## config.mk

```make
export PLATFORM = sky130hd
export DESIGN_NAME = hs_uart_tx
export DESIGN_NICKNAME = d
export VERILOG_FILES = /design/src/rtl/hs_uart_tx_pkg.sv /design/src/rtl/hs_uart_tx_fifo.sv /design/src/rtl/hs_uart_tx_ser.sv /design/src/rtl/hs_uart_tx_irq.sv /design/src/rtl/hs_uart_tx.sv
export SDC_FILE = /design/constraint.sdc
export NUM_CORES = 1
export LEC_CHECK = 0
export BUFFER_PORTS_ARGS = -buffer_cell sky130_fd_sc_hd__buf_2
export CAP_MARGIN = 10
export CORE_ASPECT_RATIO = 1.4
export CORE_MARGIN = 2
export CORE_UTILIZATION = 45
export DETAILED_ROUTE_END_ITERATION = 7
export PLACE_DENSITY_LB_ADDON = 0.25
export SLEW_MARGIN = 40
export SYNTH_ARGS = -nofsm -noshare
export SYNTH_HDL_FRONTEND = slang
export SYNTH_SLANG_ARGS = --single-unit
export TNS_END_PERCENT = 100
```

## constraint.sdc

```tcl
create_clock -name clk_i -period 5.2 [get_ports clk_i]
set_clock_uncertainty 0.15 [all_clocks]
set_input_delay 0.52 -clock clk_i [delete_from_list [all_inputs] [get_ports clk_i]]
set_output_delay 0.52 -clock clk_i [all_outputs]
set_load 0.01 [all_outputs]
```

## src/rtl/hs_uart_tx_pkg.sv

```systemverilog
package hs_uart_tx_pkg;
  localparam int unsigned ADDR_W = 3;
  localparam int unsigned BUS_W  = 32;
  localparam int unsigned DATA_W = 8;
  localparam int unsigned LVL_W  = 8;

  typedef enum logic [ADDR_W-1:0] {
    A_DATA  = 3'd0,
    A_LEVEL = 3'd1,
    A_STAT  = 3'd2,
    A_CTRL  = 3'd3,
    A_RATE  = 3'd4
  } reg_addr_e;

  localparam int unsigned C_IEN     = 5;
  localparam int unsigned C_BRK     = 8;
  localparam int unsigned C_CTS_EN  = 14;
  localparam int unsigned C_CTS_INV = 15;

  function automatic logic [LVL_W-1:0] thr_bytes(input logic [1:0] code);
    case (code)
      2'd0:    return LVL_W'(0);
      2'd1:    return LVL_W'(4);
      2'd2:    return LVL_W'(8);
      default: return LVL_W'(16);
    endcase
  endfunction
endpackage

```

## src/rtl/hs_uart_tx_fifo.sv

```systemverilog
module hs_uart_tx_fifo #(
  parameter int unsigned DEPTH = 64,
  parameter int unsigned DW    = 8,
  parameter int unsigned CNT_W = $clog2(DEPTH + 1)
) (
  input  logic             clk_i,
  input  logic             rst_ni,
  input  logic             push_i,
  input  logic [DW-1:0]    din_i,
  input  logic             pop_i,
  output logic [DW-1:0]    dout_o,
  output logic [CNT_W-1:0] count_o
);
  localparam int unsigned PTR_W = $clog2(DEPTH);

  logic [DW-1:0]    mem [DEPTH];
  logic [PTR_W-1:0] wp_q, rp_q;
  logic [CNT_W-1:0] cnt_q;
  logic             push_ok, pop_ok;

  assign push_ok = push_i && (cnt_q != CNT_W'(DEPTH));
  assign pop_ok  = pop_i && (cnt_q != '0);

  function automatic logic [PTR_W-1:0] nxt(input logic [PTR_W-1:0] p);
    return (p == PTR_W'(DEPTH - 1)) ? '0 : p + PTR_W'(1);
  endfunction

  always_ff @(posedge clk_i) begin
    if (push_ok) mem[wp_q] <= din_i;
  end

  always_ff @(posedge clk_i or negedge rst_ni) begin
    if (!rst_ni) begin
      wp_q  <= '0;
      rp_q  <= '0;
      cnt_q <= '0;
    end else begin
      if (push_ok) wp_q <= nxt(wp_q);
      if (pop_ok)  rp_q <= nxt(rp_q);
      cnt_q <= cnt_q + CNT_W'(push_ok) - CNT_W'(pop_ok);
    end
  end

  assign dout_o  = mem[rp_q];
  assign count_o = cnt_q;
endmodule

```

## src/rtl/hs_uart_tx_ser.sv

```systemverilog
module hs_uart_tx_ser #(
  parameter int unsigned DW     = 8,
  parameter int unsigned OSR    = 14,
  parameter int unsigned RATE_W = 8
) (
  input  logic              clk_i,
  input  logic              rst_ni,
  input  logic              start_i,
  input  logic [DW-1:0]     data_i,
  input  logic [RATE_W-1:0] rate_i,
  output logic              busy_o,
  output logic              done_o,
  output logic              line_o
);
  localparam int unsigned FRAME = DW + 2;
  localparam int unsigned IDX_W = $clog2(FRAME);
  localparam int unsigned PER_W = RATE_W + $clog2(OSR);

  logic [FRAME-1:0] sh_q;
  logic [IDX_W-1:0] idx_q;
  logic [PER_W-1:0] tick_q, per_q, per_d;
  logic             busy_q, last_tick;

  // bit length minus one, captured per character
  assign per_d = (PER_W'(rate_i) + PER_W'(1)) * PER_W'(OSR) - PER_W'(1);
  assign last_tick = (tick_q == per_q);

  always_ff @(posedge clk_i or negedge rst_ni) begin
    if (!rst_ni) begin
      sh_q   <= '1;
      idx_q  <= '0;
      tick_q <= '0;
      per_q  <= '0;
      busy_q <= 1'b0;
    end else if (start_i) begin
      sh_q   <= {1'b1, data_i, 1'b0};
      idx_q  <= '0;
      tick_q <= '0;
      per_q  <= per_d;
      busy_q <= 1'b1;
    end else if (busy_q) begin
      if (last_tick) begin
        tick_q <= '0;
        if (idx_q == IDX_W'(FRAME - 1)) begin
          busy_q <= 1'b0;
        end else begin
          sh_q  <= {1'b1, sh_q[FRAME-1:1]};
          idx_q <= idx_q + IDX_W'(1);
        end
      end else begin
        tick_q <= tick_q + PER_W'(1);
      end
    end
  end

  assign busy_o = busy_q;
  assign done_o = busy_q && last_tick && (idx_q == IDX_W'(FRAME - 1));
  assign line_o = busy_q ? sh_q[0] : 1'b1;
endmodule

```

## src/rtl/hs_uart_tx_irq.sv

```systemverilog
module hs_uart_tx_irq
  import hs_uart_tx_pkg::*;
(
  input  logic             clk_i,
  input  logic             rst_ni,
  input  logic [LVL_W-1:0] level_i,
  input  logic [1:0]       thr_i,
  input  logic             clr_i,
  input  logic             ien_i,
  output logic             set_o,
  output logic             pend_o,
  output logic             irq_o
);
  logic below, below_q, pend_q;

  assign below = (level_i <= thr_bytes(thr_i));
  assign set_o = below && !below_q;

  always_ff @(posedge clk_i or negedge rst_ni) begin
    if (!rst_ni) begin
      below_q <= 1'b1;
      pend_q  <= 1'b0;
    end else begin
      below_q <= below;
      pend_q  <= set_o || (pend_q && !clr_i);
    end
  end

  assign pend_o = pend_q;
  assign irq_o  = pend_q && ien_i;
endmodule

```

## src/rtl/hs_uart_tx.sv

```systemverilog
module hs_uart_tx
  import hs_uart_tx_pkg::*;
#(
  parameter int unsigned DEPTH  = 64,
  parameter int unsigned OSR    = 14,
  parameter int unsigned RATE_W = 8,
  parameter int unsigned SYNC   = 2
) (
  input  logic              clk_i,
  input  logic              rst_ni,
  input  logic              wr_en_i,
  input  logic [ADDR_W-1:0] wr_addr_i,
  input  logic [BUS_W-1:0]  wr_data_i,
  input  logic              cts_i,
  output logic              tx_o,
  output logic [LVL_W-1:0]  tx_level_o,
  output logic              irq_o
);
  localparam int unsigned CNT_W = $clog2(DEPTH + 1);

  logic [RATE_W-1:0] rate_q;
  logic [1:0]        thr_q;
  logic              ien_q, brk_q, cts_en_q, cts_inv_q;
  logic [SYNC-1:0]   cts_q;
  logic              wr_fifo, wr_ctrl, wr_rate, stat_clr;
  logic [CNT_W-1:0]  fifo_cnt;
  logic [DATA_W-1:0] fifo_dout;
  logic              cts_ok, can_go, start;
  logic              ser_busy, ser_done, ser_line;
  logic              irq_set, irq_pend;
  logic              unused_ok;

  assign wr_fifo  = wr_en_i && (wr_addr_i == A_DATA);
  assign wr_ctrl  = wr_en_i && (wr_addr_i == A_CTRL);
  assign wr_rate  = wr_en_i && (wr_addr_i == A_RATE);
  assign stat_clr = wr_en_i && (wr_addr_i == A_STAT) && wr_data_i[0];
  assign unused_ok = ^{wr_data_i[BUS_W-1:16], wr_data_i[13:9]};

  always_ff @(posedge clk_i or negedge rst_ni) begin
    if (!rst_ni) begin
      rate_q    <= '0;
      thr_q     <= '0;
      ien_q     <= 1'b0;
      brk_q     <= 1'b0;
      cts_en_q  <= 1'b0;
      cts_inv_q <= 1'b0;
    end else begin
      if (wr_ctrl) begin
        thr_q     <= wr_data_i[1:0];
        ien_q     <= wr_data_i[C_IEN];
        brk_q     <= wr_data_i[C_BRK];
        cts_en_q  <= wr_data_i[C_CTS_EN];
        cts_inv_q <= wr_data_i[C_CTS_INV];
      end
      if (wr_rate) rate_q <= wr_data_i[RATE_W-1:0];
    end
  end

  always_ff @(posedge clk_i or negedge rst_ni) begin
    if (!rst_ni) cts_q <= '0;
    else         cts_q <= {cts_q[SYNC-2:0], cts_i};
  end

  assign cts_ok = !cts_en_q || (cts_q[SYNC-1] ^ cts_inv_q);
  assign can_go = (fifo_cnt != '0) && cts_ok && !brk_q;
  assign start  = can_go && (!ser_busy || ser_done);

  hs_uart_tx_fifo #(.DEPTH(DEPTH), .DW(DATA_W), .CNT_W(CNT_W)) u_fifo (
    .clk_i   (clk_i),
    .rst_ni  (rst_ni),
    .push_i  (wr_fifo),
    .din_i   (wr_data_i[DATA_W-1:0]),
    .pop_i   (start),
    .dout_o  (fifo_dout),
    .count_o (fifo_cnt)
  );

  hs_uart_tx_ser #(.DW(DATA_W), .OSR(OSR), .RATE_W(RATE_W)) u_ser (
    .clk_i   (clk_i),
    .rst_ni  (rst_ni),
    .start_i (start),
    .data_i  (fifo_dout),
    .rate_i  (rate_q),
    .busy_o  (ser_busy),
    .done_o  (ser_done),
    .line_o  (ser_line)
  );

  assign tx_level_o = LVL_W'(fifo_cnt);
  assign tx_o       = brk_q ? 1'b0 : ser_line;

  hs_uart_tx_irq u_irq (
    .clk_i   (clk_i),
    .rst_ni  (rst_ni),
    .level_i (tx_level_o),
    .thr_i   (thr_q),
    .clr_i   (stat_clr),
    .ien_i   (ien_q),
    .set_o   (irq_set),
    .pend_o  (irq_pend),
    .irq_o   (irq_o)
  );
endmodule

```

### Word level (Yosys, flattened, before mapping)

Memory sizes are Yosys's and may differ from the RTL's.
Cells that the tools add are included.

* register bits after elaboration: 76
* bits in writable memories: 512
* bits of input ports: 39
* output and inout port bits: 10
* word-level logic and storage cells: 91
* memories: 1

* add/subtract/negate cells: 8
* multipliers: 1
* magnitude comparators: 1
* eq/ne operators: 11
* muxes and demuxes: 22
* bitwise operators: 1
* reduce and logical (&&, ||, !) cells: 29

Memories
* u_fifo.mem: words 64, width 8, rd ports 1, clocked after Yosys merged registers in 0, write ports 1, RTL line hs_uart_tx_fifo.sv:16 `logic [DW-1:0] mem [DEPTH];`

Operator list (number)
* 10-bit two-way mux: 4
* 12-bit two-way mux: 3
* 4-bit two-way mux: 4
* 1-bit logical AND: 15
* 5-bit case mux with 3 select lines: 1
* 12-bit by 1-bit adder with 12-bit output (second input constant): 1
* 6-bit by 1-bit adder with 6-bit output (second input constant): 2
* 12-bit equality test: 1
* 6-bit equality test (second input constant): 2
* 12-bit by 3-bit multiplier with 11-bit output (second input constant): 1
* 6-bit two-way mux: 2
* 12-bit by 1-bit subtractor with 12-bit output (second input constant): 1
* 8-bit by 1-bit adder with 9-bit output (second input constant): 1
* 1-bit two-way mux: 8
* 7-bit by 1-bit adder with 7-bit output: 1
* 7-bit by 5-bit <= comparator with 1-bit output: 1
* 7-bit inequality test (second input constant): 1
* 7-bit nonzero test: 1
* 7-bit by 1-bit subtractor with 7-bit output: 1
* 3-bit by 2-bit equality test with 1-bit output (second input constant): 2
* 1-bit logical NOT: 5
* 4-bit by 1-bit adder with 4-bit output (second input constant): 1
* 4-bit equality test (second input constant): 1
* 2-bit nonzero test: 2
* other kinds (9): 11

### Depth between registers and ports, before layout

Gate-level depths: netlist of the first run.

* depth after elaboration: 7
* gate-level depth with buffers: 19
* gate-level depth less buffers: 18

### Hierarchy

From an unflattened synthesis of the first run, not the netlist that was laid out.

* cell total of the unflattened synthesis: 1397
* area total of the unflattened synthesis: 24609.9 sq um

By module, submodules not included
* hs_uart_tx_fifo: instances 1, cells an instance 1025, area each 20998.9 sq um, sequential area each 15850.2 sq um
* hs_uart_tx_ser: instances 1, cells an instance 308, area each 2758.9 sq um, sequential area each 962.2 sq um
* hs_uart_tx: instances 1, cells an instance 44, area each 669.4 sq um, sequential area each 400.4 sq um
* hs_uart_tx_irq: instances 1, cells an instance 20, area each 182.7 sq um, sequential area each 51.3 sq um

### Worst setup path before layout of the first run

OpenSTA, ideal clock, no wires.

* path kind: flip-flop to flip-flop
* start: register rate_q[1]
* end: register u_ser.per_q[9]
* library setup time: 69 ps
* arrival: 3530 ps
* required time: 4981 ps
* path slack: 1451 ps
* stages on the path, launching flop included: 15
* buffers on the path: 1
* clock period less this slack: 3749 ps
* cell sequence: dfrtp_1 > ha_1 > clkbuf_1 > nand2_1 > xor2_1 > xnor2_1 > ha_1 > ha_1 > or2_2 > a211oi_1 > o21a_1 > nand2_1 > or4_1 > a211o_1 > nand3_1

* cells in the longest elaborated chain, start to end: 3

Ends and longest elaborated chain
* from (decl): RTL line hs_uart_tx.sv:21 `logic [RATE_W-1:0] rate_q;`
* from (signal assigned): RTL line hs_uart_tx.sv:55 `if (wr_rate) rate_q <= wr_data_i[RATE_W-1:0];`
* 8-bit by 1-bit adder with 9-bit output: RTL line hs_uart_tx_ser.sv:25 `assign per_d = (PER_W'(rate_i) + PER_W'(1)) * PER_W'(OSR) - PER_W'(1);`
* 12-bit by 3-bit multiplier with 11-bit output: RTL line hs_uart_tx_ser.sv:25
* 12-bit by 1-bit subtractor with 12-bit output: RTL line hs_uart_tx_ser.sv:25
* to (signal assigned): RTL line hs_uart_tx_ser.sv:39 `per_q <= per_d;`
* to (decl): RTL line hs_uart_tx_ser.sv:21 `logic [PER_W-1:0] tick_q, per_q, per_d;`

Every way passes these cells.
A chain may end at the register's enable or synchronous reset.

### Worst setup path in the final report of the first run

* start: register u_ser.tick_q[2]
* end: register u_fifo.cnt_q[6], in the netlist u_fifo.count_o[6]

* cells in the longest elaborated chain, start to end: 7

Ends and longest elaborated chain
* from (decl): RTL line hs_uart_tx_ser.sv:21
* from (signal assigned): RTL line hs_uart_tx_ser.sv:51 `tick_q <= tick_q + PER_W'(1);`
* 12-bit equality test: RTL line hs_uart_tx_ser.sv:26 `assign last_tick = (tick_q == per_q);`
* 1-bit logical AND (2 in a row): RTL line hs_uart_tx_ser.sv:57 `assign done_o = busy_q && last_tick && (idx_q == IDX_W'(FRAME - 1));`
* 1-bit logical OR: RTL line hs_uart_tx.sv:66 `assign start = can_go && (!ser_busy || ser_done);`
* 1-bit logical AND: RTL line hs_uart_tx.sv:66
* 1-bit logical AND: RTL line hs_uart_tx_fifo.sv:22 `assign pop_ok = pop_i && (cnt_q != '0);`
* 7-bit by 1-bit subtractor with 7-bit output: RTL line hs_uart_tx_fifo.sv:40 `cnt_q <= cnt_q + CNT_W'(push_ok) - CNT_W'(pop_ok);`
* to (signal assigned): RTL line hs_uart_tx_fifo.sv:40
* to (decl): RTL line hs_uart_tx_fifo.sv:18 `logic [CNT_W-1:0] cnt_q;`

Every way passes these cells.

==> Flow_metrics.wiki, run 1 <==
{| class="wikitable"
! Metric !! Value
|-
| Instance area after placement || 0.0255 mm²
|-
| Switching power as a share of total power || 0.249
|-
| Vias in the first global route || 13000
|-
| Worst hold slack || 0.133 ns
|-
| Vert. Die Dim || 280 µm
|-
| Overflow left after global routing || 0
|-
| Max IR drop VDD || 0.248 mV
|-
| Remaining DRCs || 0
|-
| Post-layout min period || 4.13 ns
|-
| Startpoint type of the worst setup path || flip-flop
|-
| Most frequent cells in the layout || edfxtp_1 (512), mux4_2 (121), nand2_1 (80)
|-
| Antenna violations before repair || 0
|-
| Worst relative slew slack || 0.388
|-
| Global-route wire length before repair || 82300 µm
|-
| Reported max-cap violation count || 0
|-
| Final instance area || 0.0274 mm²
|-
| Half-perimeter wire length after placement || 33500 µm
|-
| Gate count of the mapped netlist || 1402
|-
| Syn_area_per_cell || 17.5 µm²
|-
| DRT Wirelength || 54400 µm
|-
| Period utilization || 0.795
|-
| WL/cell || 24.6 µm
|-
| Initial core utilization || 0.454
|-
| Clock Sink Count || 587
|-
| Synthesized net count || 1477
|-
| CP most frequent cell || inv_1
|-
| Setup repair after global routing missed its margin || false
|-
| Sequential group share of total power || 0.492
|-
| Setup TNS || 0 ns
|-
| TritonCTS clock tree || done
|-
| Predominant post-synthesis flop cell || edfxtp_1
|-
| Iteration-0 DRC count of the detailed router || 960
|-
| Critical-path cell with the highest stage delay || dfrtp_1
|-
| Net switching component of the power || 0.00278 W
|-
| Final Slew Violations || 0
|-
| Clock root buffer master || clkbuf_16
|-
| Number of diodes || 0
|-
| Share of the yosys chip area belonging to registers || 0.704
|-
| Post-synthesis async set-or-reset flop share || 0.128
|-
| #FFs+latches synth || 587
|-
| Core area || 0.0541 mm²
|-
| Depth of the worst register-to-register path || 18
|-
| Area of the mapped netlist || 0.0245 mm²
|-
| Maximum fanout encountered on the critical timing path || 11
|-
| Worst hold path depth || 3
|-
| Share of final-layout standard cells stronger than drive strength 1 || 0.215
|-
| Clock network fraction of total power || 0.367
|-
| Run status || completed
|-
| Longest individual stage delay on the worst path || 0.45 ns
|-
| Std-Cell Rows || 101
|-
| Via count normalized by instance count || 5.69
|-
| Critical Path Sink Type || flip-flop
|-
| Clock Tree Buf Depth || 3
|-
| Library cells used by synthesis || 74
|-
| Endpoints failing hold || 0
|-
| Resized Gates After CTS || 0
|-
| Chain of cells forming the critical path || xor2_1 -> nor4_1 -> nand3_1 -> o21ai_0 -> nand2_1 -> inv_1 -> ha_1 -> inv_1 -> ha_1 -> inv_1 -> fa_1 -> inv_1 -> a21oi_1 -> nor2_1 -> o21ai_0 -> a21oi_1 -> nor2_1 -> xor2_1
|-
| Die Area || 0.0564 mm²
|-
| Area added between synthesis and finish || 11.8%
|-
| Horiz. Die Dim || 201 µm
|-
| Critical Setup Path Class || reg -> reg
|-
| Endpoint required time on the critical path || 5.53 ns
|-
| Skew-Pair Late Insertion Delay || 0.62 ns
|-
| Worst hold path type || in -> reg
|-
| Count of fill cells added during filler insertion || 4475
|-
| Worst Max-Slew Pin Slew || 0.918 ns
|-
| Maximum level of the CTS H-tree || 2
|-
| Areal power density over the cells || 407 mW/mm²
|-
| Clk slew on worst S/H paths || 0.06 ns
|-
| TritonCTS Buffers || 55
|-
| Signal arrival time at the worst endpoint || 4.46 ns
|-
| Count of TritonRoute iterations in the first routing pass || 5
|-
| Relative contribution of combinational cells to total power || 0.141
|-
| Port Buffer Count || 26
|-
| Warnings from Yosys || 0
|-
| Overall global routing resource usage || 0.197
|-
| Number of setup buffers added after CTS || 0
|-
| Top-level I/O count || 49
|-
| Post-route antenna net violation count || 0
|-
| Leakage power summed over all cells || 9.13 nW
|-
| Final GP Congestion || 0.817
|-
| Peak Freq || 0.242 GHz
|-
| Total number of vias || 12600
|-
| Final setup viols || 0
|-
| Final total power || 0.0112 W
|-
| Maximum number of pins on one net before global-route repair || 76
|-
| Internal power summed over all cells || 0.00838 W
|-
| Final-stage net count || 1519
|-
| Number of enable flip-flop cells after synthesis || 512
|-
| Most common cell after layout, fill and taps aside || edfxtp_1
|}
## worst max-delay path, delay by kind of cell (launching register included)
| family | cells | cell delay (ns) |
|---|---|---|
| buffers and inverters | 4 | 0.54 |
| DFF | 1 | 0.45 |
| xor gates and xnor gates | 2 | 0.31 |
| and+or+nand+nor | 5 | 1.00 |
| AOI/OAI and AO/OA | 4 | 0.68 |
| adders and majority gates | 3 | 0.88 |
## metal layers
metal / up-vias / track usage / share of wire
met1: 6541 / 0.248 / 0.41
li1: 5629 / - / -
met5: - / 0 / 0
met2: 320 / 0.343 / 0.51
met3: 101 / 0.0302 / 0.042
met4: 0 / 0.0798 / 0.039
## flip-flops by register name, summed over array words and instances, names as in the netlist, 2 cells and up
signal and cells:
cts_q 2, rate_q 8, thr_q 2, u_fifo.count_o 7, u_fifo.mem 512, u_fifo.rp_q 6
u_fifo.wp_q 6, u_ser.idx_q 4, u_ser.per_q 12, u_ser.sh_q 9, u_ser.tick_q 12
## Yosys cell counts (8+ instances only)
library cell / instances / share of area
nand2_1: 80 / 0.012
nor2_1: 101 / 0.015
a211oi_1: 10 / 0.0031
dfstp_2: 10 / 0.011
o21ai_0: 31 / 0.0063
a221oi_1: 16 / 0.0057
mux2i_1: 45 / 0.018
clkbuf_1: 35 / 0.0054
ha_1: 35 / 0.018
a31oi_1: 10 / 0.0026
xnor2_1: 20 / 0.0071
a21o_1: 8 / 0.0024
nor2b_1: 15 / 0.0038
xor2_1: 34 / 0.012
dfrtp_1: 65 / 0.066
nor3_1: 11 / 0.0022
mux4_2: 121 / 0.11
mux2_2: 14 / 0.0064
a22oi_1: 8 / 0.0024
inv_1: 29 / 0.0044
edfxtp_1: 512 / 0.63
nand3_1: 21 / 0.0043
buf_2: 16 / 0.0033
a21oi_1: 17 / 0.0035
buf_4: 9 / 0.0028
## final timing paths
| path | startpoint | end | slack [ns] |
|---|---|---|---|
| hold / removal | wr_en_i | u_irq.pend_o | 0.13 |
| hold reg to reg | cts_q[0] | cts_q[1] | 0.21 |
| min in group asynchronous | rst_ni | u_irq.pend_o | 0.35 |
| max in group asynchronous | rst_ni | u_fifo.rp_q[0] | 3.97 |
| setup / recovery | u_ser.tick_q[2] | u_fifo.count_o[6] | 1.07 |
| setup reg to reg | u_ser.tick_q[2] | u_fifo.count_o[6] | 1.07 |
## cells by family (layout without fill, tap and decap cells)
kind of cell	Yosys count	after routing	synth area share
buffers and inverters	101	189	0.0195
multiplexers	180	180	0.136
XOR/XNOR	54	54	0.0193
AO/OA/AOI/OAI	157	157	0.0484
flip-flops	587	587	0.704
adder cells (fa/ha/maj)	36	36	0.0187
AND/OR/NAND/NOR	286	286	0.0544
other	1	1	0.000153
## stage by stage
step | setup slack (ns) | instances | utilization
global route | 0.672 | 2211 | 0.507
floorplan | 1.45 | 1402 | -
finish | 1.07 | 2211 | 0.507
detailed placement | 0.967 | 2102 | 0.471
CTS | 1.02 | 2210 | 0.506
global placement | 1.05 | 2100 | 0.470
## layout make-up
type                            count  area (µm²)  area share
Clock buffer                       70        1480      0.0538
Clock inverter                     33         357      0.0130
Inverter                           31         116     0.00424
Multi-Input combinational cell    714        6870       0.250
Sequential cell                   587       17300       0.630
Tap cell                          721         902      0.0329
Timing Repair Buffer               55         427      0.0156
## power groups by stage
stage / Combinational, W / Sequential [W] / Clock, W
5_1_grt: 0.00179 / 0.00552 / 0.00434
2_1_floorplan: 0.00123 / 0.00552 / 0
6_report: 0.00157 / 0.00550 / 0.00410
4_1_cts: 0.00160 / 0.00549 / 0.00418
3_5_place_dp: 0.00158 / 0.00559 / 0
3_3_place_gp: 0.00155 / 0.00559 / 0
## timing repair
| action | 4_1_cts | 5_1_grt |
|---|---|---|
| hold buffers | 5 | 0 |
| endpoints found under the setup margin | 0 | 0 |
| endpoints found under the hold margin | 69 | 0 |
Note: power is estimated with default switching activity, not from simulation.
==> run 2, diff against run 1 <==
Clock period 5.2 ns to 3.78 ns, I/O delays scaled along.
==> Flow_metrics.wiki, run 2 (synthesis gave the netlist of run 1 again) <==
{| class="wikitable"
! Metric !! Value
|-
| Post-Place Worst Slack || 0.0219 ns
|-
| Critical Path Sink Type || flip-flop
|-
| Final total power || 0.0154 W
|-
| Final GP Congestion || 0.802
|-
| Clock Tree Buf Depth || 3
|-
| Worst Min Path Start || wr_data_i[6]
|-
| Post-layout min period || 3.61 ns
|-
| Signal arrival time at the worst endpoint || 3.97 ns
|-
| Period utilization || 0.954
|-
| WL/cell || 23.7 µm
|-
| Clk slew on worst S/H paths || 0.07 ns
|-
| Share of final-layout standard cells stronger than drive strength 1 || 0.253
|-
| Register containing the most flip-flops in the final layout || u_fifo.mem
|-
| Count of TritonRoute iterations in the first routing pass || 8
|-
| TritonCTS clock tree || done
|-
| Setup TNS || 0 ns
|-
| Final setup viols || 0
|-
| Most common cell after layout, fill and taps aside || edfxtp_1
|-
| Vert. Die Dim || 280 µm
|-
| Iteration-0 DRC count of the detailed router || 898
|-
| Final-stage net count || 1620
|-
| Areal power density over the cells || 546 mW/mm²
|-
| Die Area || 0.0564 mm²
|-
| Endpoint required time on the critical path || 4.14 ns
|-
| Initial core utilization || 0.454
|-
| Clock root buffer master || clkbuf_16
|-
| Std-Cell Rows || 101
|-
| Total number of vias || 12900
|-
| Via count normalized by instance count || 5.60
|-
| Worst hold slack || 0.127 ns
|-
| Critical R2R Launch || rate_q[1]
|-
| TritonCTS Buffers || 54
|-
| Leakage power summed over all cells || 9.62 nW
|-
| DRT Wirelength || 54700 µm
|-
| Clock Sink Count || 587
|-
| Final instance area || 0.0282 mm²
|-
| Reported max-cap violation count || 0
|-
| Overall global routing resource usage || 0.196
|-
| Critical Setup Path Class || reg -> reg
|-
| Worst Max-Slew Pin Slew || 0.787 ns
|-
| Remaining DRCs || 0
|-
| Setup repair after global routing missed its margin || true
|-
| Startpoint type of the worst setup path || flip-flop
|-
| Final setup slack of the worst path || 0.175 ns
|-
| Registers with the most flip-flops || u_fifo.mem: 512 flops, u_ser.per_q: 12 flops, u_ser.tick_q: 12 flops
|-
| Maximum level of the CTS H-tree || 2
|-
| Overflow left after global routing || 0
|-
| Antenna violations before repair || 0
|-
| Port Buffer Count || 26
|-
| Top-level I/O count || 49
|-
| Horiz. Die Dim || 201 µm
|-
| Flip-flop count of the largest register after layout || 512
|-
| Maximum number of pins on one net before global-route repair || 76
|-
| Peak Freq || 0.277 GHz
|-
| Max IR drop VDD || 0.349 mV
|-
| Start point of the critical path || rate_q[1]
|-
| Area added between synthesis and finish || 14.8%
|-
| Final Slew Violations || 0
|-
| Vias in the first global route || 13300
|-
| Number of diodes || 0
|-
| Most frequent cells in the layout || edfxtp_1 (512), buf_4 (122), mux4_2 (121)
|-
| Skew-Pair Late Insertion Delay || 0.59 ns
|-
| Core area || 0.0541 mm²
|-
| Endpoints failing hold || 0
|-
| Global-route wire length before repair || 82800 µm
|-
| Worst hold path type || in -> reg
|-
| Instance area after placement || 0.0262 mm²
|-
| Worst relative slew slack || 0.473
|-
| Maximum fanout encountered on the critical timing path || 6
|-
| Post-route antenna net violation count || 0
|-
| Run status || completed
|-
| Half-perimeter wire length after placement || 35800 µm
|}
[run 2: final cells by class]
cell class / count / area [µm²]
tap: 721 / 902
clock buffer: 66 / 1430
timing repair buffer: 157 / 1240
clock inverter: 33 / 339
fill: 4429 / 25900
sequential: 587 / 17300
multi-input combinational: 714 / 6860
inverter: 31 / 116
[run 2: what timing repair did]
action                                  CTS  global route
endpoints found under the hold margin    70             0
hold buffers                              7             0
endpoints found under the setup margin    0             4
buffers inserted                          0             0
gates resized for setup                   0            10
[run 2: critical path, cell delays in order, from the launching register on]
cell and delay, ns:
dfrtp_1 0.43, ha_2 0.27, nand2_1 0.10, xor2_2 0.17
xnor2_1 0.14, ha_1 0.31, ha_1 0.35, or2_2 0.32
a211oi_1 0.24, o21a_1 0.18, nand2_1 0.09, or4_1 0.45
a211o_1 0.27, nand3_1 0.07
[run 2: stage by stage]
stage | utilization | cells
after floorplan | - | 1402
after global placement | 0.485 | 2202
after detailed placement | 0.485 | 2202
after CTS | 0.519 | 2308
after global routing | 0.521 | 2309
final | 0.521 | 2309
[run 2: routing by layer]
metal | global-route usage | share of wire | up-vias
met5 | 0 | 0 | -
met4 | 0.0718 | 0.034 | 0
met3 | 0.0218 | 0.041 | 96
met2 | 0.352 | 0.52 | 291
met1 | 0.246 | 0.40 | 6705
li1 | - | - | 5828
[run 2: worst paths after layout]
path	end	depth (start not counted)	slack, ns
max	u_ser.per_q[9]	13	0.17
min in group asynchronous	thr_q[0]	2	0.26
max reg2reg	u_ser.per_q[9]	13	0.17
max in group asynchronous	u_fifo.rp_q[0]	2	2.64
min	u_fifo.mem[20][6]	1	0.13
min reg2reg	cts_q[1]	0	0.21
[run 2: power by group]
group          switching [W]  internal, W  total [W]
sequential          0.000240      0.00730    0.00754
combinational        0.00126      0.00112    0.00238
clock                0.00237      0.00309    0.00546
total                0.00387       0.0115     0.0154
